$ cat config.mk
export PLATFORM = sky130hd
export DESIGN_NAME = ea_unit
export DESIGN_NICKNAME = d
export VERILOG_FILES = /design/src/rtl/ea_pkg.sv /design/src/rtl/ea_regfile.sv /design/src/rtl/ea_calc.sv /design/src/rtl/ea_ctrl.sv /design/src/rtl/ea_unit.sv
export SDC_FILE = /design/constraint.sdc
export NUM_CORES = 1
export LEC_CHECK = 0
export ABC_AREA = 0
export CORE_MARGIN = 5
export CORE_UTILIZATION = 58
export CTS_CLUSTER_SIZE = 28
export DETAILED_ROUTE_END_ITERATION = 10
export GPL_TIMING_DRIVEN = 0
export PLACE_DENSITY = 0.78
export SKIP_LAST_GASP = 1
export SLEW_MARGIN = 10
export SYNTH_ARGS = -nofsm -noshare
export SYNTH_HDL_FRONTEND = slang
export SYNTH_SLANG_ARGS = --single-unit
$ cat constraint.sdc
create_clock -name clk_i -period 6.8 [get_ports clk_i]
set_input_delay 2.04 -clock clk_i [delete_from_list [all_inputs] [get_ports clk_i]]
set_output_delay 2.04 -clock clk_i [all_outputs]
set_load 0.05 [all_outputs]
$ cat src/rtl/ea_pkg.sv
package ea_pkg;
  typedef enum logic [3:0] {
    MODE_IMM      = 4'd0,
    MODE_DIRECT   = 4'd1,
    MODE_REG_IND  = 4'd2,
    MODE_POST_INC = 4'd3,
    MODE_PRE_DEC  = 4'd4,
    MODE_INDEXED  = 4'd5,
    MODE_BASE_IDX = 4'd6,
    MODE_PC_REL   = 4'd7,
    MODE_BASE_REL = 4'd8,
    MODE_MEM_IND  = 4'd9
  } ea_mode_e;

  typedef enum logic {
    ST_IDLE = 1'b0,
    ST_WAIT = 1'b1
  } ea_state_e;
endpackage

$ cat src/rtl/ea_regfile.sv
module ea_regfile #(
  parameter int AW    = 16,
  parameter int NREGS = 8,
  localparam int SEL_W = $clog2(NREGS)
) (
  input  logic             clk_i,
  input  logic             rst_ni,
  input  logic             ld_we_i,
  input  logic [SEL_W-1:0] ld_sel_i,
  input  logic [AW-1:0]    ld_data_i,
  input  logic             pc_we_i,
  input  logic [AW-1:0]    pc_data_i,
  input  logic             upd_we_i,
  input  logic [SEL_W-1:0] upd_sel_i,
  input  logic [AW-1:0]    upd_data_i,
  input  logic [SEL_W-1:0] rd_a_sel_i,
  input  logic [SEL_W-1:0] rd_b_sel_i,
  input  logic [SEL_W-1:0] rd_c_sel_i,
  output logic [AW-1:0]    rd_a_o,
  output logic [AW-1:0]    rd_b_o,
  output logic [AW-1:0]    rd_c_o,
  output logic [AW-1:0]    pc_o
);
  logic [AW-1:0] regs_q [NREGS];

  for (genvar g = 0; g < NREGS; g++) begin : g_reg
    // auto-mode update wins over an external load of the same register
    always_ff @(posedge clk_i or negedge rst_ni) begin
      if (!rst_ni)                                    regs_q[g] <= '0;
      else if (upd_we_i && upd_sel_i == SEL_W'(g))    regs_q[g] <= upd_data_i;
      else if (ld_we_i && ld_sel_i == SEL_W'(g))      regs_q[g] <= ld_data_i;
    end
  end

  always_ff @(posedge clk_i or negedge rst_ni) begin
    if (!rst_ni)      pc_o <= '0;
    else if (pc_we_i) pc_o <= pc_data_i;
  end

  assign rd_a_o = regs_q[rd_a_sel_i];
  assign rd_b_o = regs_q[rd_b_sel_i];
  assign rd_c_o = regs_q[rd_c_sel_i];
endmodule

$ cat src/rtl/ea_calc.sv
module ea_calc
  import ea_pkg::*;
#(
  parameter int AW     = 16,
  parameter int DISP_W = 8,
  parameter int D_W    = 4
) (
  input  logic [3:0]        mode_i,
  input  logic [AW-1:0]     reg_val_i,
  input  logic [AW-1:0]     base_val_i,
  input  logic [AW-1:0]     idx_val_i,
  input  logic [AW-1:0]     pc_i,
  input  logic [AW-1:0]     field_i,
  input  logic [DISP_W-1:0] disp_i,
  input  logic [D_W-1:0]    elem_size_i,
  output logic [AW-1:0]     ea_o,
  output logic              imm_o,
  output logic              wb_en_o,
  output logic [AW-1:0]     wb_data_o,
  output logic              mem_mode_o
);
  logic [AW-1:0] disp_ext;
  logic [AW-1:0] size_ext;
  logic [AW-1:0] reg_inc;
  logic [AW-1:0] reg_dec;

  assign disp_ext = {{(AW-DISP_W){disp_i[DISP_W-1]}}, disp_i};
  assign size_ext = AW'(elem_size_i);
  assign reg_inc  = reg_val_i + size_ext;
  assign reg_dec  = reg_val_i - size_ext;

  always_comb begin
    ea_o       = field_i;
    imm_o      = 1'b0;
    wb_en_o    = 1'b0;
    wb_data_o  = reg_inc;
    mem_mode_o = 1'b0;
    unique case (mode_i)
      MODE_DIRECT:   ea_o = field_i;
      MODE_REG_IND:  ea_o = reg_val_i;
      MODE_POST_INC: begin
        ea_o      = reg_val_i;
        wb_en_o   = 1'b1;
        wb_data_o = reg_inc;
      end
      MODE_PRE_DEC: begin
        ea_o      = reg_dec;
        wb_en_o   = 1'b1;
        wb_data_o = reg_dec;
      end
      MODE_INDEXED:  ea_o = idx_val_i + disp_ext;
      MODE_BASE_IDX: ea_o = base_val_i + idx_val_i;
      MODE_PC_REL:   ea_o = pc_i + field_i;
      MODE_BASE_REL: ea_o = base_val_i + field_i;
      MODE_MEM_IND:  mem_mode_o = 1'b1;
      default:       imm_o = 1'b1;
    endcase
  end
endmodule

$ cat src/rtl/ea_ctrl.sv
module ea_ctrl
  import ea_pkg::*;
#(
  parameter int AW    = 16,
  parameter int SEL_W = 3
) (
  input  logic             clk_i,
  input  logic             rst_ni,
  input  logic             start_i,
  input  logic             mem_mode_i,
  input  logic [AW-1:0]    field_i,
  input  logic [AW-1:0]    calc_ea_i,
  input  logic             calc_imm_i,
  input  logic             calc_wb_i,
  input  logic [AW-1:0]    calc_wb_data_i,
  input  logic [SEL_W-1:0] reg_sel_i,
  input  logic             mem_valid_i,
  input  logic [AW-1:0]    mem_rdata_i,
  output logic             upd_we_o,
  output logic             mem_req_o,
  output logic [AW-1:0]    mem_addr_o,
  output logic             done_o,
  output logic [AW-1:0]    ea_o,
  output logic             imm_o,
  output logic             wb_en_o,
  output logic [SEL_W-1:0] wb_sel_o,
  output logic [AW-1:0]    wb_data_o
);
  ea_state_e state_q;
  logic      accept;

  assign accept    = start_i && (state_q == ST_IDLE);
  assign upd_we_o  = accept && !mem_mode_i && calc_wb_i;
  assign mem_req_o = (state_q == ST_WAIT);

  always_ff @(posedge clk_i or negedge rst_ni) begin
    if (!rst_ni) begin
      state_q    <= ST_IDLE;
      mem_addr_o <= '0;
      done_o     <= 1'b0;
      ea_o       <= '0;
      imm_o      <= 1'b0;
      wb_en_o    <= 1'b0;
      wb_sel_o   <= '0;
      wb_data_o  <= '0;
    end else begin
      done_o  <= 1'b0;
      wb_en_o <= 1'b0;
      if (accept && mem_mode_i) begin
        state_q    <= ST_WAIT;
        mem_addr_o <= field_i;
      end else if (accept) begin
        done_o    <= 1'b1;
        ea_o      <= calc_ea_i;
        imm_o     <= calc_imm_i;
        wb_en_o   <= calc_wb_i;
        wb_sel_o  <= reg_sel_i;
        wb_data_o <= calc_wb_data_i;
      end else if (state_q == ST_WAIT && mem_valid_i) begin
        state_q <= ST_IDLE;
        done_o  <= 1'b1;
        ea_o    <= mem_rdata_i;
        imm_o   <= 1'b0;
      end
    end
  end
endmodule

$ cat src/rtl/ea_unit.sv
module ea_unit
  import ea_pkg::*;
#(
  parameter int AW     = 16,
  parameter int NREGS  = 8,
  parameter int DISP_W = 8,
  parameter int D_W    = 4,
  localparam int SEL_W = $clog2(NREGS)
) (
  input  logic              clk_i,
  input  logic              rst_ni,
  input  logic              ld_we_i,
  input  logic [SEL_W-1:0]  ld_sel_i,
  input  logic [AW-1:0]     ld_data_i,
  input  logic              pc_we_i,
  input  logic [AW-1:0]     pc_data_i,
  input  logic              start_i,
  input  logic [3:0]        mode_i,
  input  logic [SEL_W-1:0]  reg_sel_i,
  input  logic [SEL_W-1:0]  base_sel_i,
  input  logic [SEL_W-1:0]  idx_sel_i,
  input  logic [AW-1:0]     addr_field_i,
  input  logic [DISP_W-1:0] disp_i,
  input  logic [D_W-1:0]    elem_size_i,
  output logic              mem_req_o,
  output logic [AW-1:0]     mem_addr_o,
  input  logic              mem_valid_i,
  input  logic [AW-1:0]     mem_rdata_i,
  output logic              done_o,
  output logic [AW-1:0]     ea_o,
  output logic              imm_o,
  output logic              wb_en_o,
  output logic [SEL_W-1:0]  wb_sel_o,
  output logic [AW-1:0]     wb_data_o
);
  logic [AW-1:0] reg_val, base_val, idx_val, pc_val;
  logic [AW-1:0] calc_ea, calc_wb_data;
  logic          calc_imm, calc_wb, mem_mode, upd_we;

  ea_regfile #(.AW(AW), .NREGS(NREGS)) u_regfile (
    .clk_i      (clk_i),
    .rst_ni     (rst_ni),
    .ld_we_i    (ld_we_i),
    .ld_sel_i   (ld_sel_i),
    .ld_data_i  (ld_data_i),
    .pc_we_i    (pc_we_i),
    .pc_data_i  (pc_data_i),
    .upd_we_i   (upd_we),
    .upd_sel_i  (reg_sel_i),
    .upd_data_i (calc_wb_data),
    .rd_a_sel_i (reg_sel_i),
    .rd_b_sel_i (base_sel_i),
    .rd_c_sel_i (idx_sel_i),
    .rd_a_o     (reg_val),
    .rd_b_o     (base_val),
    .rd_c_o     (idx_val),
    .pc_o       (pc_val)
  );

  ea_calc #(.AW(AW), .DISP_W(DISP_W), .D_W(D_W)) u_calc (
    .mode_i      (mode_i),
    .reg_val_i   (reg_val),
    .base_val_i  (base_val),
    .idx_val_i   (idx_val),
    .pc_i        (pc_val),
    .field_i     (addr_field_i),
    .disp_i      (disp_i),
    .elem_size_i (elem_size_i),
    .ea_o        (calc_ea),
    .imm_o       (calc_imm),
    .wb_en_o     (calc_wb),
    .wb_data_o   (calc_wb_data),
    .mem_mode_o  (mem_mode)
  );

  ea_ctrl #(.AW(AW), .SEL_W(SEL_W)) u_ctrl (
    .clk_i          (clk_i),
    .rst_ni         (rst_ni),
    .start_i        (start_i),
    .mem_mode_i     (mem_mode),
    .field_i        (addr_field_i),
    .calc_ea_i      (calc_ea),
    .calc_imm_i     (calc_imm),
    .calc_wb_i      (calc_wb),
    .calc_wb_data_i (calc_wb_data),
    .reg_sel_i      (reg_sel_i),
    .mem_valid_i    (mem_valid_i),
    .mem_rdata_i    (mem_rdata_i),
    .upd_we_o       (upd_we),
    .mem_req_o      (mem_req_o),
    .mem_addr_o     (mem_addr_o),
    .done_o         (done_o),
    .ea_o           (ea_o),
    .imm_o          (imm_o),
    .wb_en_o        (wb_en_o),
    .wb_sel_o       (wb_sel_o),
    .wb_data_o      (wb_data_o)
  );
endmodule

==> results of run 1 <==
[worst min-delay path: stages, from the launching register on]
cell     delay, ps
dfrtp_1        340
nand2_1         60
o21ai_2         50
[sequential cells by signal, summed over array words and instances (netlist names)]
register and cells:
u_ctrl.wb_sel_o 3, u_ctrl.done_o 1, u_regfile.pc_o 16, u_regfile.regs_q 128
u_ctrl.ea_o 16, u_ctrl.mem_addr_o 16, u_ctrl.imm_o 1, u_ctrl.mem_req_o 1
u_ctrl.wb_en_o 1, u_ctrl.wb_data_o 16
[cell type report]
| class | count | area share |
|---|---|---|
| Buffer | 101 | 0.0250 |
| Clock buffer | 17 | 0.0249 |
| Clock inverter | 14 | 0.0107 |
| Inverter | 24 | 0.00526 |
| Multi-Input combinational cell | 1111 | 0.537 |
| Sequential cell | 199 | 0.291 |
| Tap cell | 330 | 0.0241 |
| Timing Repair Buffer | 137 | 0.0819 |
[where the power goes]
part | internal [mW] | switching, mW | leakage, nW
sequential | 1.47 | 0.262 | 2.41
clock | 0.559 | 0.534 | 0.296
combinational | 1.02 | 1.41 | 4.25
total | 3.05 | 2.21 | 6.95
[worst max path at each step]
| stage | slack [ps] | endpoint | from | cells past startpoint |
|---|---|---|---|---|
| 6_report | 240 | u_regfile.regs_q[46] | reg_sel_i[1] | 16 |
| 5_1_grt | -40 | u_ctrl.ea_o[12] | base_sel_i[0] | 15 |
| 4_1_cts | 20 | u_ctrl.ea_o[12] | base_sel_i[0] | 15 |
| 3_5_place_dp | -1260 | u_regfile.regs_q[28] | reg_sel_i[1] | 18 |
| 3_3_place_gp | -4790 | u_regfile.regs_q[84] | rst_ni | 1 |
| 2_1_floorplan | 600 | u_regfile.regs_q[28] | reg_sel_i[0] | 17 |
[logic make-up after synthesis]
kind of cell / after synthesis / synth area share
buf+inv: 131 / 0.0361
mux: 282 / 0.281
fa+ha+maj: 42 / 0.0379
simple gates: 358 / 0.115
xor+xnor: 51 / 0.0318
flops: 199 / 0.340
compound gates: 378 / 0.158
[routing by layer]
metal / global-route usage / vias up / wire, µm
met5: 0 / - / 0
met3: 0.105 / 219 / 6200
met1: 0.461 / 6409 / 19000
li1: - / 5657 / -
met4: 0.234 / 0 / 3920
met2: 0.568 / 909 / 23800
[what timing repair did]
action / CTS / global route
setup buffers: 1 / 0
hold buffers: 0 / 0
resized for setup: 8 / 10
gates cloned: 0 / 0
endpoints found under the setup margin: 93 / 20
[placed cells by master (no fill, tap or decap), types with 5 or more instances in the layout]
cell             netlist  layout
o21ai_0              103     103
clkbuf_1              79      77
a32oi_1                6       6
xnor2_1               32      31
mux2_2               103     103
mux4_2                92      92
nand2b_1              13      13
o21ai_2                5       5
or3_1                  5       5
a211oi_1              32      32
clkdlybuf4s50_1        0     133
dfrtp_1              199     199
o21bai_1               7       7
xor2_1                18      16
a21oi_1              131     131
nand3_1               12      12
mux2i_1               84      83
a31oi_1                7       7
o21a_1                 5       5
nand2_1              136     136
clkbuf_16              0      17
a21o_1                 9       9
nor3_1                12      11
a221oi_1              10      10
inv_1                 23      23
buf_1                 21      15
nor2b_1               40      40
o221ai_1               6       6
or2_2                  6       6
ha_1                  38      38
nor2_1                99      99
o22ai_1                7       7
o211ai_1              11      11
==> results.json, run 1 <==
{
  "slew_headroom": 0.0649,
  "cp_max_fo": 28,
  "multi_input_area_um2": 9190,
  "crit_arrival_ps": 6840,
  "yosysTopAreaCell": "dfrtp_1",
  "slew_viol_final": 0,
  "grt_pass1_wl_mm": 79.6,
  "postSynthCellCount": 1441,
  "antenna_found_initial": 1,
  "clock.fmax_mhz": 152,
  "die_y_um": 169,
  "finalCriticalPeriod_ps": 6560,
  "ant_nets": 0,
  "min_from": "u_ctrl.wb_data_o[15]",
  "die_w_um": 169,
  "numCtsBuffers": 17,
  "place_ws_ps": -1260,
  "dp_hpwl_mm": 39.2,
  "holdPathEnd": "u_ctrl.wb_data_o[15]",
  "tightest_slew_ps": 1390,
  "fin_util": 0.684,
  "clkLatencyLatePin_ps": 460,
  "setup_tns_ps": 0,
  "core_um2": 25000,
  "ys_types": 73,
  "drc": 0,
  "cpMostUsedCell": "buf_6",
  "max_stage_delay_ps": 520,
  "diodes": 0,
  "path_class": "input pin to register",
  "yosys-top-cells-count": "dfrtp_1 (199), nand2_1 (136), a21oi_1 (131), mux2_2 (103), o21ai_0 (103)",
  "reg2reg_depth": 13,
  "num_rows": 58,
  "first_pass_iters": 6,
  "final_cell_area_um2": 17100,
  "drt_wl_total_mm": 53.0,
  "min_period_over_period": 0.965,
  "regArea_um2": 4980,
  "clk_pin_slew_ps": 70,
  "r2r-end": "u_regfile.regs_q[46]",
  "power_density_nw_per_um2": 307,
  "layout.nets": 1731,
  "placed_cells_incl_taps": 1907,
  "rsz0062_at_grt": "true",
  "async_reset_ff_frac": 1.00,
  "grt_max_degree": 108,
  "syn_nets": 1581,
  "synth.cell_area_um2": 14600,
  "status": "finished, final reports clean",
  "vias": 13200,
  "track_usage": 0.370,
  "drv_cap": 0,
  "yosysMostFrequentCell": "dfrtp_1",
  "power.total_mw": 5.26,
  "synth_edf_count": 0,
  "cp.required_ps": 7080,
  "wl_per_cell_um": 27.4,
  "placedInstanceArea_um2": 16500,
  "cp_slowest_cell": "xnor2_1",
  "irDropWorstVdd_uv": 167,
  "path_cells": "buf_6 > buf_6 > clkbuf_1 > mux4_2 > mux2i_1 > ha_1 > inv_1 > fa_1 > a21o_1 > a21oi_1 > o211a_1 > o2111ai_1 > or2_0 > o32ai_1 > xnor2_1 > o21ai_0",
  "cts_tree": "done",
  "die-area_um2": 28500,
  "area_growth_pct": 16.8,
  "drt_iter0_drc": 1566,
  "hold_path.class": "register to register",
  "ys_warn_count": 0,
  "finalSetupViolations": 0,
  "gp_congestion": 1.00,
  "synth_top_area_share": 0.340,
  "fin_skew_ps": 18.6,
  "r2r_slack_ps": 2280,
  "fin_ws_ps": 240,
  "critPathLaunchType": "input pin",
  "htree_levels": 4,
  "worst-path-buf-inv": 4,
  "viasPerCell": 6.83,
  "end_kind": "register",
  "ys_seq_area_frac": 0.340,
  "drive_gt1_frac": 0.172,
  "rr_startpoint": "u_regfile.regs_q[48]",
  "pin_count": 153,
  "start_util": 0.585,
  "power_leakage_nw": 6.95,
  "final_cells": 1933,
  "holdWs_ps": 478,
  "io_buffers": 134,
  "ys_top_cells_by_area": "dfrtp_1 (34%), mux4_2 (14%), mux2_2 (7.9%)",
  "grt_pass1_vias": 13100,
  "hold_viol": 0,
  "clockBufferDepth": 2,
  "synth_flop_cell": "dfrtp_1",
  "cts.sinks": 199,
  "n_fill_cell": 2004,
  "synth.avg_cell_area_um2": 10.2,
  "grt-ovfl-total": 0,
  "path_delay_family": "compound AO/OA/AOI/OAI gates",
  "synth-seq-cells": 199,
  "hold_depth": 2,
  "cts_root_buf": "clkbuf_16"
}
(Power assumes the default switching activity.)
==> run 2, diff against run 1 <==
--- a/config.mk
+++ b/config.mk
@@ -10,6 +10,7 @@
 export CORE_UTILIZATION = 58
 export CTS_CLUSTER_SIZE = 28
 export DETAILED_ROUTE_END_ITERATION = 10
+export GPL_ROUTABILITY_DRIVEN = 0
 export GPL_TIMING_DRIVEN = 0
 export PLACE_DENSITY = 0.78
 export SKIP_LAST_GASP = 1
==> run 2 against run 1 <==
  * The run now ends with capacitance limit, slew limit left
  * Fmax down 2.0%
  * Largest cell class unchanged
  * Via count up 2.1%
  * Design area down 0.15%
  * Largest power group unchanged
  * Routed wire length down 0.97%
  * Clock power about the same
==> results.json, run 2 (synthesis gave the netlist of run 1 again) <==
{
  "hold_viol": 0,
  "die_w_um": 169,
  "reg2reg_depth": 11,
  "slew_headroom": -0.0229,
  "die-area_um2": 28500,
  "htree_levels": 4,
  "dp_hpwl_mm": 38.0,
  "cp_max_fo": 19,
  "cp.required_ps": 7070,
  "hold_path.class": "register to register",
  "cp_slowest_cell": "xnor2_1",
  "numCtsBuffers": 17,
  "finalCriticalPeriod_ps": 6690,
  "viasPerCell": 6.96,
  "start_util": 0.585,
  "holdPathEnd": "u_ctrl.ea_o[4]",
  "grt-ovfl-total": 0,
  "antenna_found_initial": 2,
  "track_usage": 0.365,
  "drv_cap": 1,
  "worst-path-buf-inv": 4,
  "critPathLaunchType": "input pin",
  "final_common_cell": "dfrtp_1",
  "r2r-end": "u_regfile.regs_q[59]",
  "drc": 0,
  "layout.nets": 1732,
  "min_from": "u_ctrl.ea_o[4]",
  "rsz0062_at_grt": "true",
  "fin_skew_ps": 10.9,
  "clkLatencyLatePin_ps": 450,
  "placedInstanceArea_um2": 16500,
  "path_delay_family": "buffers and inverters",
  "cp.depth": 13,
  "path_class": "input pin to register",
  "crit_arrival_ps": 6960,
  "grt_pass1_wl_mm": 79.0,
  "irDropWorstVdd_uv": 196,
  "holdWs_ps": 482,
  "die_y_um": 169,
  "slew_viol_final": 9,
  "vias": 13500,
  "clk_pin_slew_ps": 80,
  "clock.fmax_mhz": 149,
  "power_density_nw_per_um2": 308,
  "io_buffers": 134,
  "cts_tree": "done",
  "drt_iter0_drc": 1738,
  "max_stage_delay_ps": 1050,
  "layout_common_cells": "dfrtp_1 (199), nand2_1 (136), clkdlybuf4s50_1 (133)",
  "wl_per_cell_um": 27.1,
  "cpMostUsedCell": "o21ai_0",
  "path_cells": "clkdlybuf4s50_1 > buf_2 > clkbuf_2 > mux2i_1 > inv_1 > ha_1 > nor2b_1 > o21ai_0 > a21boi_0 > nand4bb_4 > o32ai_1 > xnor2_1 > o21ai_0",
  "core_um2": 25000,
  "violations": "capacitance limit, slew limit",
  "end_kind": "register",
  "status": "finished, violations left",
  "hold_depth": 2,
  "grt_pass1_vias": 13400,
  "ant_nets": 0,
  "finalSetupViolations": 0,
  "fin_ws_ps": 110,
  "tightest_slew_ps": 1520,
  "min_period_over_period": 0.984,
  "diodes": 0,
  "r2r_slack_ps": 2290,
  "final_cell_area_um2": 17100,
  "cts_root_buf": "clkbuf_16",
  "num_rows": 58,
  "area_growth_pct": 16.6,
  "pin_count": 153,
  "largest_reg_flops": 128,
  "power_leakage_nw": 6.94,
  "clockBufferDepth": 2,
  "drt_wl_total_mm": 52.5,
  "grt_max_degree": 103,
  "rr_startpoint": "u_regfile.regs_q[1]",
  "first_pass_iters": 8,
  "cts.sinks": 199,
  "top_register": "u_regfile.regs_q",
  "place_ws_ps": -1090,
  "drive_gt1_frac": 0.168
}
==> run 2: metal layers <==
layer,routed length (µm),GRT usage
met1,18100,0.438
met2,23100,0.555
met3,6650,0.120
met4,4590,0.259
met5,39,0
==> run 2: worst register-to-register path, stage by stage, from the launching register on <==
cell and delay, ps:
dfrtp_1 410, mux4_2 500, mux2i_1 450, inv_1 200, ha_1 340, nor2b_1 120
o21ai_0 120, a21boi_0 470, nand4bb_4 300, o32ai_1 120, xnor2_1 1050, o21ai_0 260
==> run 2: how the worst max path moves through the flow <==
stage,startpoint,endpoint
detailed placement,reg_sel_i[2],u_regfile.regs_q[28]
global placement,rst_ni,u_regfile.regs_q[36]
floorplan,reg_sel_i[0],u_regfile.regs_q[28]
global route,reg_sel_i[2],u_regfile.regs_q[45]
CTS,reg_sel_i[1],u_regfile.regs_q[28]
finish,reg_sel_i[2],u_regfile.regs_q[59]
==> run 2: timing repair <==
item | CTS | global route
hold buffers | 0 | 0
buffers inserted | 0 | 1
setup endpoints to repair | 92 | 88
cloned | 0 | 0
resized for setup | 9 | 7
==> run 2: stage by stage <==
stage,util,power (mW),cells,TNS (ps)
2_1_floorplan,-,3.30,1441,0
3_3_place_gp,0.655,4.00,1905,-1003230
3_5_place_dp,0.657,4.07,1907,-71540
4_1_cts,0.682,5.16,1936,0
5_1_grt,0.682,5.46,1935,-11.8
6_report,0.682,5.26,1935,0
==> run 2: final cells by class <==
type / instances / area (µm²)
plain buffers: 102 / 429
fillers: 1927 / 7950
flip-flops and latches: 199 / 4980
multi-input cells: 1111 / 9180
repair buffers: 137 / 1400
clock buffers: 22 / 454
clock inverters: 10 / 143
inverters: 24 / 90.1
well taps: 330 / 413
==> run 2: where the power goes <==
part           internal (mW)  switching, mW  total, mW
Sequential              1.47          0.257       1.72
Combinational           1.02           1.43       2.46
Clock                  0.593          0.488       1.08
Total                   3.08           2.18       5.26
